--- src/rtl/i2cm_pkg.sv ---
package i2cm_pkg;
  typedef enum logic [1:0] {OP_START = 2'd0, OP_STOP = 2'd1, OP_WRITE = 2'd2, OP_READ = 2'd3} bus_op_e;
  typedef enum logic [1:0] {MODE_MANUAL = 2'd0, MODE_AUTO = 2'd1, MODE_SEQ = 2'd2, MODE_BAD = 2'd3} mode_e;

  localparam int ST_RXREQ  = 13;
  localparam int ST_TXREQ  = 12;
  localparam int ST_MDONE  = 11;
  localparam int ST_ADONE  = 10;
  localparam int ST_STOPC  = 9;
  localparam int ST_BADPAR = 8;
  localparam int ST_ARB    = 6;
  localparam int ST_NDATA  = 5;
  localparam int ST_NADDR  = 4;
  localparam int CMD_GO_BIT = 3;

  localparam logic [2:0] SEL_CMD   = 3'd0;
  localparam logic [2:0] SEL_TXCNT = 3'd1;
  localparam logic [2:0] SEL_RXCNT = 3'd2;
  localparam logic [2:0] SEL_ADR1  = 3'd3;
  localparam logic [2:0] SEL_ADR2  = 3'd4;
  localparam logic [2:0] SEL_STAT  = 3'd5;
  localparam logic [2:0] SEL_MASK  = 3'd6;

  typedef struct packed {
    logic mdone;
    logic adone;
    logic stopc;
    logic arb;
    logic ndata;
    logic naddr;
  } evt_t;
endpackage

--- src/rtl/i2cm_fifo.sv ---
module i2cm_fifo #(
  parameter int W     = 8,
  parameter int DEPTH = 8,
  localparam int AW   = $clog2(DEPTH),
  localparam int LW   = $clog2(DEPTH + 1)
) (
  input  logic          clk,
  input  logic          rst_n,
  input  logic          push,
  input  logic [W-1:0]  wdata,
  input  logic          pop,
  output logic [W-1:0]  rdata,
  output logic          full,
  output logic          empty,
  output logic [LW-1:0] level
);
  logic [W-1:0]  mem [DEPTH];
  logic [AW-1:0] wp, rp;
  logic [LW-1:0] cnt;

  assign full  = (cnt == LW'(DEPTH));
  assign empty = (cnt == '0);
  assign level = cnt;
  assign rdata = mem[rp];

  always_ff @(posedge clk) begin
    if (!rst_n) begin
      wp  <= '0;
      rp  <= '0;
      cnt <= '0;
    end else begin
      if (push && !full) begin
        mem[wp] <= wdata;
        wp      <= wp + 1'b1;
      end
      if (pop && !empty) rp <= rp + 1'b1;
      cnt <= cnt + LW'(push && !full) - LW'(pop && !empty);
    end
  end

  AST_NO_OVERFLOW: assert property (@(posedge clk) disable iff (!rst_n) push |-> !full);
  AST_NO_UNDERFLOW: assert property (@(posedge clk) disable iff (!rst_n) pop |-> !empty);
endmodule

--- src/rtl/i2cm_ctrl.sv ---
module i2cm_ctrl
  import i2cm_pkg::*;
#(
  parameter int CW = 8
) (
  input  logic          clk,
  input  logic          rst_n,
  input  logic          go,
  input  mode_e         go_mode,
  input  logic [CW-1:0] tx_total,
  input  logic [CW-1:0] rx_total,
  input  logic [7:0]    adr_hi,
  input  logic [7:0]    adr_lo,
  input  logic [7:0]    tx_head,
  input  logic          tx_empty,
  input  logic          rx_full,
  input  logic          bus_done,
  input  logic [7:0]    bus_rbyte,
  input  logic          bus_nack,
  input  logic          bus_lost,
  output logic          busy,
  output logic          tx_pop,
  output logic          rx_push,
  output logic [7:0]    rx_byte,
  output logic          bus_op_valid,
  output logic [1:0]    bus_op,
  output logic [7:0]    bus_wbyte,
  output logic          bus_ack,
  output evt_t          evt,
  output logic [CW-1:0] tx_sent
);
  typedef enum logic [3:0] {S_IDLE, S_START, S_A1, S_A2, S_TX, S_RS, S_RA, S_RX, S_STOP} st_e;
  st_e           st;
  mode_e         mode_q;
  logic          rd_q, err_q, pend;
  logic [CW-1:0] tx_cnt, rx_cnt;
  logic          ten, tx_left, rx_left, hs;

  assign ten     = (adr_hi[7:3] == 5'b11110);
  assign tx_left = (tx_cnt != tx_total);
  assign rx_left = (rx_cnt < rx_total);
  assign hs      = bus_op_valid && bus_done;
  assign busy    = (st != S_IDLE);
  assign tx_pop  = (st == S_TX) && hs;
  assign rx_push = (st == S_RX) && hs;
  assign rx_byte = bus_rbyte;
  assign tx_sent = tx_cnt;

  always_comb begin
    bus_op_valid = 1'b0;
    bus_op       = OP_START;
    bus_wbyte    = '0;
    bus_ack      = 1'b1;
    case (st)
      S_START, S_RS: bus_op_valid = 1'b1;
      S_A1: begin bus_op_valid = 1'b1; bus_op = OP_WRITE; bus_wbyte = adr_hi; end
      S_A2: begin bus_op_valid = 1'b1; bus_op = OP_WRITE; bus_wbyte = adr_lo; end
      S_RA: begin bus_op_valid = 1'b1; bus_op = OP_WRITE; bus_wbyte = {adr_hi[7:1], 1'b1}; end
      S_TX: begin
        bus_op_valid = pend || (tx_left && !tx_empty);
        bus_op       = OP_WRITE;
        bus_wbyte    = tx_head;
      end
      S_RX: begin
        bus_op_valid = pend || (rx_left && !rx_full);
        bus_op       = OP_READ;
        bus_ack      = (({1'b0, rx_cnt} + 1'b1) < {1'b0, rx_total});
      end
      S_STOP: begin bus_op_valid = 1'b1; bus_op = OP_STOP; end
      default: ;
    endcase
  end

  always_ff @(posedge clk) begin
    if (!rst_n) begin
      st     <= S_IDLE;
      mode_q <= MODE_MANUAL;
      rd_q   <= 1'b0;
      err_q  <= 1'b0;
      pend   <= 1'b0;
      tx_cnt <= '0;
      rx_cnt <= '0;
      evt    <= '0;
    end else begin
      evt  <= '0;
      pend <= bus_op_valid && !bus_done;
      case (st)
        S_IDLE: if (go) begin
          st     <= S_START;
          mode_q <= go_mode;
          rd_q   <= (go_mode != MODE_SEQ) && adr_hi[0];
          err_q  <= 1'b0;
          tx_cnt <= '0;
          rx_cnt <= '0;
        end
        S_START, S_RS: if (hs) begin
          if (bus_lost) begin evt.arb <= 1'b1; st <= S_IDLE; end
          else st <= (st == S_START) ? S_A1 : S_RA;
        end
        S_A1, S_A2, S_RA: if (hs) begin
          if (bus_lost) begin evt.arb <= 1'b1; st <= S_IDLE; end
          else if (bus_nack) begin evt.naddr <= 1'b1; err_q <= 1'b1; st <= S_STOP; end
          else if (st == S_A1 && ten) st <= S_A2;
          else if (st == S_RA || rd_q) st <= S_RX;
          else st <= S_TX;
        end
        S_TX: begin
          if (hs) begin
            tx_cnt <= tx_cnt + 1'b1;
            if (bus_lost) begin evt.arb <= 1'b1; st <= S_IDLE; end
            else if (bus_nack) begin evt.ndata <= 1'b1; err_q <= 1'b1; st <= S_STOP; end
          end else if (!pend && !tx_left) begin
            if (mode_q == MODE_SEQ) st <= S_RS;
            else if (mode_q == MODE_MANUAL) begin evt.mdone <= 1'b1; st <= S_IDLE; end
            else st <= S_STOP;
          end
        end
        S_RX: begin
          if (hs) begin
            rx_cnt <= rx_cnt + 1'b1;
            if (bus_lost) begin evt.arb <= 1'b1; st <= S_IDLE; end
          end else if (!pend && !rx_left) begin
            if (mode_q == MODE_MANUAL) begin evt.mdone <= 1'b1; st <= S_IDLE; end
            else st <= S_STOP;
          end
        end
        S_STOP: if (hs) begin
          st <= S_IDLE;
          if (bus_lost) evt.arb <= 1'b1;
          else if (!err_q) evt.adone <= 1'b1;
          else if (mode_q != MODE_SEQ) evt.stopc <= 1'b1;
        end
        default: st <= S_IDLE;
      endcase
    end
  end

  AST_OP_HELD: assert property (@(posedge clk) disable iff (!rst_n)
    (bus_op_valid && !bus_done) |=> (bus_op_valid && $stable(bus_op)));
  AST_RX_ROOM: assert property (@(posedge clk) disable iff (!rst_n) rx_push |-> !rx_full);
  AST_SEQ_NAK_BUSY: assert property (@(posedge clk) disable iff (!rst_n)
    (evt.naddr && mode_q == MODE_SEQ) |-> busy);
  AST_EVT_ONEHOT: assert property (@(posedge clk) disable iff (!rst_n) $onehot0(evt));
  AST_STOP_ENDS: assert property (@(posedge clk) disable iff (!rst_n)
    (st == S_STOP && hs) |=> !busy);
endmodule

--- src/rtl/i2cm_seq_engine.sv ---
module i2cm_seq_engine
  import i2cm_pkg::*;
#(
  parameter int FIFO_DEPTH = 8,
  parameter int CNT_W      = 8,
  localparam int LVL_W     = $clog2(FIFO_DEPTH + 1)
) (
  input  logic             clk,
  input  logic             rst_n,
  input  logic             reg_we,
  input  logic [2:0]       reg_sel,
  input  logic [15:0]      reg_wdata,
  input  logic             tx_valid,
  input  logic [7:0]       tx_data,
  output logic             tx_ready,
  output logic             rx_valid,
  output logic [7:0]       rx_data,
  input  logic             rx_ready,
  output logic             bus_op_valid,
  output logic [1:0]       bus_op,
  output logic [7:0]       bus_wbyte,
  output logic             bus_ack,
  input  logic             bus_done,
  input  logic [7:0]       bus_rbyte,
  input  logic             bus_nack,
  input  logic             bus_lost,
  output logic [15:0]      status,
  output logic             busy,
  output logic             irq,
  output logic [LVL_W-1:0] tx_level,
  output logic [LVL_W-1:0] rx_level
);
  logic [CNT_W-1:0] tx_total, rx_total, tx_sent;
  logic [7:0]       adr_hi, adr_lo, tx_head, rx_byte;
  logic [15:0]      sticky, mask_q, set_v, clr_v;
  logic             tx_full, tx_empty, rx_full, rx_empty, tx_pop, rx_push;
  logic             launch, bad_par, bad_cmd, go, tx_req;
  mode_e            cmd_mode;
  evt_t             evt;

  assign cmd_mode = mode_e'(reg_wdata[1:0]);
  assign launch   = reg_we && (reg_sel == SEL_CMD) && reg_wdata[CMD_GO_BIT] && !busy;
  assign bad_par  = (cmd_mode == MODE_BAD) ||
                    ((cmd_mode == MODE_SEQ) && (tx_total == '0 || rx_total == '0 || adr_hi[0]));
  assign bad_cmd  = launch && bad_par;
  assign go       = launch && !bad_par;

  always_ff @(posedge clk) begin
    if (!rst_n) begin
      tx_total <= '0;
      rx_total <= '0;
      adr_hi   <= '0;
      adr_lo   <= '0;
      mask_q   <= '0;
    end else if (reg_we) begin
      case (reg_sel)
        SEL_TXCNT: tx_total <= reg_wdata[CNT_W-1:0];
        SEL_RXCNT: rx_total <= reg_wdata[CNT_W-1:0];
        SEL_ADR1:  adr_hi   <= reg_wdata[7:0];
        SEL_ADR2:  adr_lo   <= reg_wdata[7:0];
        SEL_MASK:  mask_q   <= reg_wdata;
        default: ;
      endcase
    end
  end

  i2cm_fifo #(.W(8), .DEPTH(FIFO_DEPTH)) u_txq (
    .clk(clk), .rst_n(rst_n), .push(tx_valid && tx_ready), .wdata(tx_data), .pop(tx_pop),
    .rdata(tx_head), .full(tx_full), .empty(tx_empty), .level(tx_level));

  i2cm_fifo #(.W(8), .DEPTH(FIFO_DEPTH)) u_rxq (
    .clk(clk), .rst_n(rst_n), .push(rx_push), .wdata(rx_byte), .pop(rx_valid && rx_ready),
    .rdata(rx_data), .full(rx_full), .empty(rx_empty), .level(rx_level));

  assign tx_ready = !tx_full;
  assign rx_valid = !rx_empty;

  i2cm_ctrl #(.CW(CNT_W)) u_ctrl (
    .clk(clk), .rst_n(rst_n), .go(go), .go_mode(cmd_mode), .tx_total(tx_total),
    .rx_total(rx_total), .adr_hi(adr_hi), .adr_lo(adr_lo), .tx_head(tx_head),
    .tx_empty(tx_empty), .rx_full(rx_full), .bus_done(bus_done), .bus_rbyte(bus_rbyte),
    .bus_nack(bus_nack), .bus_lost(bus_lost), .busy(busy), .tx_pop(tx_pop),
    .rx_push(rx_push), .rx_byte(rx_byte), .bus_op_valid(bus_op_valid), .bus_op(bus_op),
    .bus_wbyte(bus_wbyte), .bus_ack(bus_ack), .evt(evt), .tx_sent(tx_sent));

  always_comb begin
    set_v             = '0;
    set_v[ST_MDONE]   = evt.mdone;
    set_v[ST_ADONE]   = evt.adone;
    set_v[ST_STOPC]   = evt.stopc;
    set_v[ST_BADPAR]  = bad_cmd;
    set_v[ST_ARB]     = evt.arb;
    set_v[ST_NDATA]   = evt.ndata;
    set_v[ST_NADDR]   = evt.naddr;
    clr_v = (reg_we && reg_sel == SEL_STAT) ? reg_wdata : '0;
  end

  always_ff @(posedge clk) begin
    if (!rst_n) sticky <= '0;
    else        sticky <= (sticky & ~clr_v) | set_v;
  end

  assign tx_req = busy && !tx_full &&
                  (({1'b0, tx_total} - {1'b0, tx_sent}) > (CNT_W + 1)'(tx_level));

  always_comb begin
    status           = sticky;
    status[ST_RXREQ] = !rx_empty;
    status[ST_TXREQ] = tx_req;
  end

  assign irq = |(status & mask_q);

  AST_BAD_NOT_STARTED: assert property (@(posedge clk) disable iff (!rst_n) bad_cmd |=> !busy);
  AST_GO_STARTS: assert property (@(posedge clk) disable iff (!rst_n) go |=> busy);
endmodule

--- config.mk ---
export PLATFORM = sky130hd
export DESIGN_NAME = i2cm_seq_engine
export DESIGN_NICKNAME = d
export VERILOG_FILES = /design/src/rtl/i2cm_pkg.sv /design/src/rtl/i2cm_fifo.sv /design/src/rtl/i2cm_ctrl.sv /design/src/rtl/i2cm_seq_engine.sv
export SDC_FILE = /design/constraint.sdc
export NUM_CORES = 1
export LEC_CHECK = 0
export BUFFER_PORTS_ARGS = -buffer_cell sky130_fd_sc_hd__buf_2
export CORE_MARGIN = 3
export CORE_UTILIZATION = 25
export CTS_CLUSTER_SIZE = 12
export DETAILED_ROUTE_END_ITERATION = 7
export GPL_TIMING_DRIVEN = 1
export PLACE_DENSITY = 0.45
export SYNTH_ARGS = -nofsm -noshare
export SYNTH_HDL_FRONTEND = slang
export SYNTH_HIERARCHICAL = 1
export SYNTH_SLANG_ARGS = --single-unit
export TNS_END_PERCENT = 10
--- constraint.sdc ---
create_clock -name clk -period 8.3 [get_ports clk]
set_input_delay 1.66 -clock clk [delete_from_list [all_inputs] [get_ports clk]]
set_output_delay 1.66 -clock clk [all_outputs]
set_load 0.02 [all_outputs]
### After elaboration in Yosys (flattened, before gate mapping)

Memories as Yosys holds them, arrays and structs flattened. A register that Yosys moved wholly into a read port is not among the register bits.
Index checks and enable logic that the tools add are counted.

| storage, ports and cells | value |
|---|---|
| RAM bits | 128 |
| logic and storage cells | 219 |
| bits in registers | 115 |
| bits in latches | 0 |
| memories kept | 2 |
| bits in read-only memories | 0 |
| output and inout bits | 48 |

| operators by class | value |
|---|---|
| $add $sub $neg | 12 |
| shifts and indexed selects | 0 |
| reduce and logical (&&, ||, !) cells | 72 |
| divide/modulo/power cells | 0 |
| magnitude comparators | 3 |
| multiply operators | 0 |
| bitwise logic cells | 8 |
| mux-type cells | 61 |
| equality and inequality tests | 36 |

Memory list:

| name | words | bits a word | read ports | clocked after memory_dff | wr ports | RTL line | source |
|---|---|---|---|---|---|---|---|
| u_rxq.mem | 8 | 8 | 1 | 1 | 1 | i2cm_fifo.sv:17 | `logic [W-1:0] mem [DEPTH];` |
| u_txq.mem | 8 | 8 | 1 | 1 | 1 | i2cm_fifo.sv:17 |  |

Operators by type and width:

| operator | number |
|---|---|
| two-way mux 4 bit | 16 |
| AND 16 bit | 2 |
| one-hot mux 8 bit (2 select lines) | 2 |
| one-hot mux 8 bit (4 select lines) | 1 |
| logical AND 1 bit | 25 |
| two-way mux 1 bit | 24 |
| two-way mux 8 bit | 3 |
| one-hot mux 4 bit (6 select lines) | 1 |
| two-way mux 3 bit | 6 |
| adder 8 x 1 -> 8 bit, second input constant | 2 |
| == test 4 x 3 -> 1 bit, second input constant | 4 |
| zero test 8 bit | 2 |
| two-way mux 16 bit | 1 |
| inverter 16 bit | 1 |
| OR 16 x 12 -> 16 bit | 1 |
| OR reduction 16 bit | 1 |
| inequality test 2 x 1 -> 1 bit, second input constant | 7 |
| adder 3 x 1 -> 3 bit, second input constant | 4 |
| == test 4 bit, second input constant | 3 |
| zero test 4 bit | 3 |
| AND reduction 2 bit | 6 |
| AND reduction 3 bit | 4 |
| OR reduction 6 bit | 2 |
| zero test 1 bit | 10 |
| 35 further kinds | 61 |

### Logic depth before layout (Yosys ltp)

Gate-level depths: netlist of run 1.

| depth | value |
|---|---|
| word-level depth | 11 |
| gate-level depth with buffers | 16 |

### Cells and area by module

The synthesis of run 1 kept the hierarchy.

By module, submodules not included:

| module | area an instance (sq um) | sequential area each (sq um) | cells each | times used |
|---|---|---|---|---|
| i2cm_fifo | 3176.8 | 2182.1 | 170 | 2 |
| i2cm_seq_engine | 2967.8 | 1241.2 | 361 | 1 |
| i2cm_ctrl | 2267.2 | 620.6 | 285 | 1 |

### Worst setup path after synthesis of run 1

Ideal clock, no wire load.

| timing | value |
|---|---|
| path type | flip-flop to output port |
| start | reg u_ctrl.tx_cnt[1], in the netlist u_ctrl/tx_sent[1] |
| end | out irq |
| required time | 6.640 ns |
| setup slack | 4.192 ns |
| path buffers | 0 |
| data arrival time | 2.448 ns |
| stages on the path, launching flop included | 13 |
| path through | dfxtp_1 inv_1 ha_1 nor2b_1 o31a_1 a21oi_1 ha_1 nand3_1 o22ai_1 o22a_1 a2111oi_1 a311oi_1 a21o_1 |

| between the ends | value |
|---|---|
| longest elaborated chain between the ends | 5 |

Ends and longest elaborated chain:

| element | RTL line | source |
|---|---|---|
| start, declared | i2cm_ctrl.sv:36 | `logic [CW-1:0] tx_cnt, rx_cnt;` |
| start signal, assigned | i2cm_ctrl.sv:109 | `tx_cnt <= tx_cnt + 1'b1;` |
| subtractor 8 x 8 -> 9 bit | i2cm_seq_engine.sv:104 | `(({1'b0, tx_total} - {1'b0, tx_sent}) > (CNT_W + 1)'(tx_level));` |
| greater-than comparator 9 x 4 -> 1 bit | i2cm_seq_engine.sv:104 |  |
| logical AND 1 bit | i2cm_seq_engine.sv:103 | `assign tx_req = busy && !tx_full &&` |
| named net tx_req | i2cm_seq_engine.sv:37 | `logic launch, bad_par, bad_cmd, go, tx_req;` |
| AND 16 bit | i2cm_seq_engine.sv:112 | `assign irq = \|(status & mask_q);` |
| OR reduction 16 bit | i2cm_seq_engine.sv:112 |  |
| end, declared | i2cm_seq_engine.sv:29 | `output logic irq,` |

The timed path passes the listed nets, and every way through them passes these cells.

### Final worst setup path of run 1

| timing | value |
|---|---|
| start | reg u_ctrl.tx_cnt[1], in the netlist u_ctrl/tx_sent[1] |
| end | out irq |

| between the ends | value |
|---|---|
| longest elaborated chain between the ends | 5 |

Ends and longest elaborated chain:

| element | RTL line |
|---|---|
| subtractor 8 x 8 -> 9 bit | i2cm_seq_engine.sv:104 |
| greater-than comparator 9 x 4 -> 1 bit | i2cm_seq_engine.sv:104 |
| logical AND 1 bit | i2cm_seq_engine.sv:103 |
| AND 16 bit | i2cm_seq_engine.sv:112 |
| OR reduction 16 bit | i2cm_seq_engine.sv:112 |

No other way between the ends.

==> impl_metrics.py, run 1 <==
metrics = {
    "status": {
        "run_status": "finished clean",
    },
    "clock_tree": {
        "clk_path_buf_depth": 3,
        "cts_sinks": 247,
        "cts_tree": "built",
        "root_buffer": "clkbuf_16",
        "cts_max_level": 1,
        "cts_buffers": 27,
        "post-cts-setup-buffers": 0,
        "cts.clk_slew.worst_paths_ns": 0.06,
        "insertion_delay_ns": 0.54,
        "postCtsHoldBufs": 0,
        "cts_resized": 0,
    },
    "global_routing": {
        "first_global_vias": 7994,
        "antenna_found_initial": 9,
        "overflow": 0,
        "grt_usage_pct": 12.2,
        "grt_max_degree": 60,
        "grt_pass1_wl_um": 47600,
    },
    "yosys": {
        "ys_ff_latch": 247,
        "synthMuxAreaShare_pct": 11.0,
        "synthAdderAreaFrac_pct": 5.16,
        "syn_nets": 1075,
        "synthXorXnorAreaFrac_pct": 2.04,
        "syn_inst": 986,
        "ys_async_sr_fraction_pct": 0,
        "synth_cell_types": 73,
        "synth_edf_count": 128,
        "synth_compound_area_share_pct": 9.86,
        "syn_avg_cell_area_um2": 11.8,
        "syn-cell-area_um2": 11600,
        "yosys.area_share.simple_pct": 14.2,
        "ys.flop_type": "edfxtp_1",
        "ys_seq_area_share_pct": 53.7,
        "yosys_warnings": 6,
        "synth_top_family_by_area": "simple AND/OR/NAND/NOR gates",
    },
    "timing": {
        "worst-slew-pin-transition_ns": 1.02,
        "setup_tns_ns": 0,
        "grt_setup_unrepaired": "no",
        "final-max-slew-violation-count": 0,
        "finalHoldViolCount": 0,
        "max_clock_freq_mhz": 194,
        "setup_viol": 0,
        "slew_headroom_pct": 31.6,
        "timing.final.crit_period_ns": 5.15,
        "timing.final.crit_share_pct": 62.1,
        "clock_skew_ns": 0.0156,
    },
    "detailed_routing": {
        "ant_nets": 0,
        "drt_iter0_drc": 419,
        "dr.pass1.iters": 5,
        "routed_wl_um": 30400,
        "wire_per_inst_um": 17.9,
        "via_count": 7752,
        "drcViolationCount": 0,
        "vias_per_cell": 4.57,
    },
    "layout": {
        "drive_gt1_share_pct": 16.8,
        "area.growth.synth_to_final_pct": 16.3,
        "final_nets": 1161,
    },
    "worst_hold_path": {
        "hold_path.class": "reg2reg",
    },
    "placed_design": {
        "hpwl_um": 21300,
        "io_buffers": 90,
        "place.gp.congestion": 0.816,
    },
    "floorplanning": {
        "num_rows": 78,
        "die_w_um": 221,
        "die_h_um": 221,
        "die_area_um2": 49000,
        "initial_core_util_pct": 25.4,
        "fp.coreArea_um2": 45600,
        "ios": 91,
    },
    "power_and_ir_drop": {
        "p_per_area_nw_per_um2": 227,
        "ir_worst_vdd_v": 0.000166,
        "p_leak_nw": 4.81,
        "finalPower_mw": 3.06,
    },
    "critical_path": {
        "critPathMaxFanout": 6,
        "endpoint_kind": "primary output",
        "arrival_ns": 3.49,
        "required_ns": 6.64,
        "path_class": "reg2out",
        "startpoint_type": "flip-flop",
    },
    "flow_run": {
        "drv_cap": 0,
    },
}
report_power, final:
group | switching [mW] | leakage [nW] | internal, mW
Sequential | 0.0601 | 2.12 | 1.33
Combinational | 0.331 | 2.30 | 0.221
Clock | 0.478 | 0.395 | 0.637
state kept, by name (all words and copies together), names as in the netlist, 8 cells and up, named ones only:
name	count
adr_hi	8
adr_lo	8
mask_q	16
rx_total	8
sticky	14
tx_total	8
u_ctrl/rx_cnt	8
u_ctrl/tx_sent	8
u_rxq/mem	64
u_txq/mem	64
routing by layer:
metal	global-route usage [%]	wire length, um	up-vias
li1	-	-	3790
met1	15.3	13400	3752
met2	20.5	14200	144
met3	3.78	1890	54
met4	3.16	798	12
met5	0	91	-
Yosys cell counts, types with 3 or more instances:
master / number / area [um2]
nand2_1: 151 / 567
edfxtp_1: 128 / 3840
dfxtp_1: 119 / 2380
a21boi_0: 48 / 360
inv_1: 47 / 176
a21oi_1: 43 / 215
ha_1: 43 / 538
nor2_1: 33 / 124
mux4_1: 30 / 788
nor2b_1: 27 / 169
mux2i_1: 25 / 250
clkbuf_1: 24 / 90.1
nand3_1: 20 / 100
nor3_1: 19 / 95.1
mux2_2: 17 / 191
o21ai_0: 16 / 80.1
xnor2_1: 16 / 140
nand2b_1: 15 / 93.8
nor4_1: 15 / 93.8
buf_4: 12 / 90.1
xor2_1: 11 / 96.3
nand4_1: 9 / 56.3
a222oi_1: 8 / 80.1
and3_1: 8 / 50.1
a21o_1: 6 / 45.0
a22oi_1: 6 / 45.0
and2_1: 6 / 37.5
nor3b_1: 6 / 45.0
or3_1: 6 / 37.5
a211oi_1: 4 / 30.0
buf_2: 4 / 20.0
buf_6: 3 / 33.8
fa_1: 3 / 60.1
nand3b_1: 3 / 22.5
o21a_1: 3 / 22.5
o22ai_1: 3 / 18.8
or2_2: 3 / 18.8
placed cells by master (no fill, tap or decap), types with 5 or more instances in the layout:
cell type / netlist / layout
mux2_2: 17 / 17
inv_1: 47 / 47
nand4_1: 9 / 9
nand2b_1: 15 / 15
dfxtp_1: 119 / 119
or3_1: 6 / 6
nand3_1: 20 / 20
a21o_1: 6 / 6
and3_1: 8 / 8
mux4_1: 30 / 30
nor4_1: 15 / 15
edfxtp_1: 128 / 128
a22oi_1: 6 / 6
buf_4: 12 / 15
buf_2: 4 / 89
clkinv_1: 1 / 5
xnor2_1: 16 / 16
clkbuf_1: 24 / 9
ha_1: 43 / 43
mux2i_1: 25 / 25
a21oi_1: 43 / 43
xor2_1: 11 / 11
clkinv_2: 0 / 6
nor2_1: 33 / 33
clkbuf_16: 0 / 27
a222oi_1: 8 / 8
o21ai_0: 16 / 16
nor2b_1: 27 / 27
nand2_1: 151 / 151
and2_1: 6 / 6
a21boi_0: 48 / 48
nor3_1: 19 / 12
nor3_2: 0 / 7
path summary, 6_finish.rpt:
path,from,to,slack [ns],cells after the start
hold / removal,sticky[3],sticky[3],0.45,2
hold reg to reg,sticky[3],sticky[3],0.45,2
setup / recovery,u_ctrl/tx_sent[1],irq,3.15,14
setup reg to reg,u_ctrl/st[2],u_rxq/mem[6][4],4.28,9
through the flow:
| stage | util (%) | std cells | worst slack (ns) | area, um2 | hold slack [ns] |
|---|---|---|---|---|---|
| floorplan | - | 986 | 4.19 | 11600 | 0.422 |
| global placement | 27.8 | 1642 | 3.77 | 12700 | 0.434 |
| detailed placement | 27.8 | 1643 | 3.66 | 12700 | 0.439 |
| CTS | 29.6 | 1692 | 3.07 | 13500 | 0.449 |
| global route | 29.6 | 1692 | 2.84 | 13500 | 0.470 |
| finish | 29.6 | 1695 | 3.15 | 13500 | 0.449 |
critical path, cell delays in order, from the launching register on:
cell and delay (ns):
dfxtp_1 0.47, inv_1 0.08, ha_1 0.27, nor2b_1 0.15
o31a_1 0.27, a21oi_1 0.16, ha_1 0.27, nand3_1 0.09
o22ai_1 0.09, o22a_1 0.19, a2111oi_1 0.26, a311oi_1 0.14
buf_4 0.19, a21o_1 0.18, buf_2 0.15
logic make-up (layout without fill, tap and decap cells):
group / count (synthesis) / after routing
AND/OR/NAND/NOR: 337 / 337
flip-flops: 247 / 247
adder cells (fa/ha/maj): 46 / 46
XOR/XNOR: 27 / 27
AO/OA/AOI/OAI: 160 / 160
multiplexers: 74 / 74
buffers and inverters: 95 / 201
other: 0 / 3
final cells by class:
class / instances / area [um2]
fill: 4687 / 32100
sequential: 247 / 6230
multi-input combinational: 644 / 4950
tap: 600 / 751
clock buffer: 37 / 723
timing repair buffer: 104 / 558
inverter: 48 / 180
clock inverter: 12 / 82.6
antenna: 3 / 7.51
No activity file was read; power rests on OpenSTA's default activity.
==> inputs of run 2 (changes only) <==
- PLACE_DENSITY: 0.45 -> 0.46
- clock period: 8.3 -> 4.2 ns (I/O delays scaled with it)
==> impl_metrics.py, run 2 (same netlist as run 1, synthesis figures left out) <==
metrics = {
    "status": {
        "run_status": "finished clean",
    },
    "critical_path": {
        "critPathMaxFanout": 3,
        "slowest_delay_ns": 0.33,
        "arrival_ns": 3.21,
        "required_ns": 3.36,
        "startpoint_type": "flip-flop",
        "path_delay_family": "compound AO/OA/AOI/OAI gates",
        "endpoint_kind": "primary output",
        "crit_chain": "inv_1 > ha_1 > nor2b_1 > o31a_1 > a21oi_2 > ha_1 > nand3_2 > o22ai_1 > o22a_1 > a2111oi_4 > a311oi_4 > buf_6 > a21o_1 > buf_6",
        "slowest_stage": "dfxtp_1",
        "path_class": "reg2out",
        "path_buf_inv": 3,
    },
    "global_routing": {
        "busiest_layer": "met2",
        "overflow": 0,
        "grt_usage_pct": 12.3,
        "first_global_vias": 8013,
        "grtUsageMet2_pct": 20.4,
        "grt_max_degree": 81,
        "met1_usage_pct": 16.5,
        "grt.met3_usage_pct": 3.16,
        "grt_pass1_wl_um": 47800,
        "antenna_found_initial": 8,
    },
    "layout": {
        "nFillCells": 4701,
        "area.growth.synth_to_final_pct": 19.3,
        "layout.cells.most_common_list": "nand2_1 (151), edfxtp_1 (128), dfxtp_1 (116), buf_2 (89), a21boi_0 (48)",
        "stdcell_count": 1718,
        "final_nets": 1185,
        "reg.largest.list": "u_rxq/mem x64, u_txq/mem x64, mask_q x16",
        "layout_commonest_cell": "nand2_1",
        "drive_gt1_share_pct": 19.4,
    },
    "clock_tree": {
        "clk_path_buf_depth": 3,
        "postCtsHoldBufs": 0,
        "cts_max_level": 1,
        "cts.clk_slew.worst_paths_ns": 0.06,
        "cts_sinks": 247,
        "root_buffer": "clkbuf_16",
        "insertion_delay_ns": 0.55,
        "cts_buffers": 28,
        "cts_tree": "built",
    },
    "timing": {
        "final-max-slew-violation-count": 0,
        "setup_viol": 0,
        "clock_skew_ns": 0.0112,
        "setup_tns_ns": 0,
        "worst-slew-pin-transition_ns": 1.16,
        "timing.final.crit_period_ns": 4.05,
        "grt_setup_unrepaired": "no",
        "slew_headroom_pct": 22.4,
        "max_clock_freq_mhz": 247,
        "timing.final.crit_share_pct": 96.4,
        "finalHoldViolCount": 0,
    },
    "detailed_routing": {
        "via_count": 7838,
        "drt_iter0_drc": 379,
        "drcViolationCount": 0,
        "dr.pass1.iters": 5,
        "wire_per_inst_um": 17.9,
        "routed_wl_um": 30700,
        "ant_nets": 0,
        "vias_per_cell": 4.56,
    },
    "floorplanning": {
        "die_w_um": 221,
        "die_area_um2": 49000,
        "die_h_um": 221,
        "fp.coreArea_um2": 45600,
        "ios": 91,
        "initial_core_util_pct": 25.4,
        "num_rows": 78,
    },
    "placed_design": {
        "io_buffers": 90,
        "hpwl_um": 21600,
        "dp_cells": 1662,
        "place.gp.congestion": 0.845,
    },
    "power_and_ir_drop": {
        "p_per_area_nw_per_um2": 459,
        "ir_worst_vdd_v": 0.000267,
        "p_leak_nw": 4.99,
    },
    "worst_hold_path": {
        "hold_path.class": "reg2reg",
    },
    "flow_run": {
        "drv_cap": 0,
    },
}
-- run 2: metal layers --
metal	vias to the layer above	wire length, um
met5	-	96
met4	14	478
met3	43	1610
met2	136	14600
met1	3811	14000
li1	3834	-
-- run 2: per-stage QoR --
step	setup slack, ns	total power [mW]	area [um2]	util (%)	hold slack (ns)
2_1_floorplan	0.736	3.54	11600	-	0.422
3_3_place_gp	0.183	3.91	12800	28.1	0.437
3_5_place_dp	0.117	3.91	12800	28.1	0.436
4_1_cts	0.00307	6.43	13800	30.2	0.442
5_1_grt	0.000733	6.66	13800	30.3	0.451
6_report	0.150	6.34	13800	30.3	0.445
-- run 2: worst register-to-register path: cells and delay by family (launching register included) --
family          cells  cell delay [ns]
compound gates      3             1.05
simple gates        5             0.91
flops               1             0.59
fa+ha+maj           2             0.56
xor+xnor            2             0.31
buf+inv             2             0.18
-- run 2: path summary, 6_finish.rpt --
| kind | start | to | slack [ns] | cells past startpoint |
|---|---|---|---|---|
| setup / recovery | u_ctrl/tx_sent[1] | irq | 0.15 | 14 |
| hold / removal | sticky[0] | sticky[0] | 0.44 | 2 |
| setup reg to reg | u_ctrl/st[2] | u_rxq/level[2] | 0.50 | 14 |
| hold reg to reg | sticky[0] | sticky[0] | 0.44 | 2 |
-- run 2: timing repair --
item | 4_1_cts | 5_1_grt
pin swaps | 10 | 5
endpoints found under the setup margin | 2 | 2
gates resized for setup | 14 | 4
gates cloned | 0 | 0
buffers inserted | 3 | 1
-- run 2: final cells by class --
type	instances	area [um2]	area share [%]
sequential	247	6230	45.1
multi-input combinational	644	5000	36.2
clock buffer	36	762	5.51
tap	600	751	5.43
timing repair buffer	127	738	5.34
inverter	48	180	1.30
clock inverter	15	150	1.09
antenna	1	2.50	0.0181
-- run 2: report_power, final --
part	total (mW)	internal [mW]	switching, mW	leakage, nW
clock network	2.43	1.46	0.975	0.437
logic	1.18	0.484	0.694	2.43
registers	2.73	2.62	0.106	2.12
total	6.34	4.56	1.78	4.99
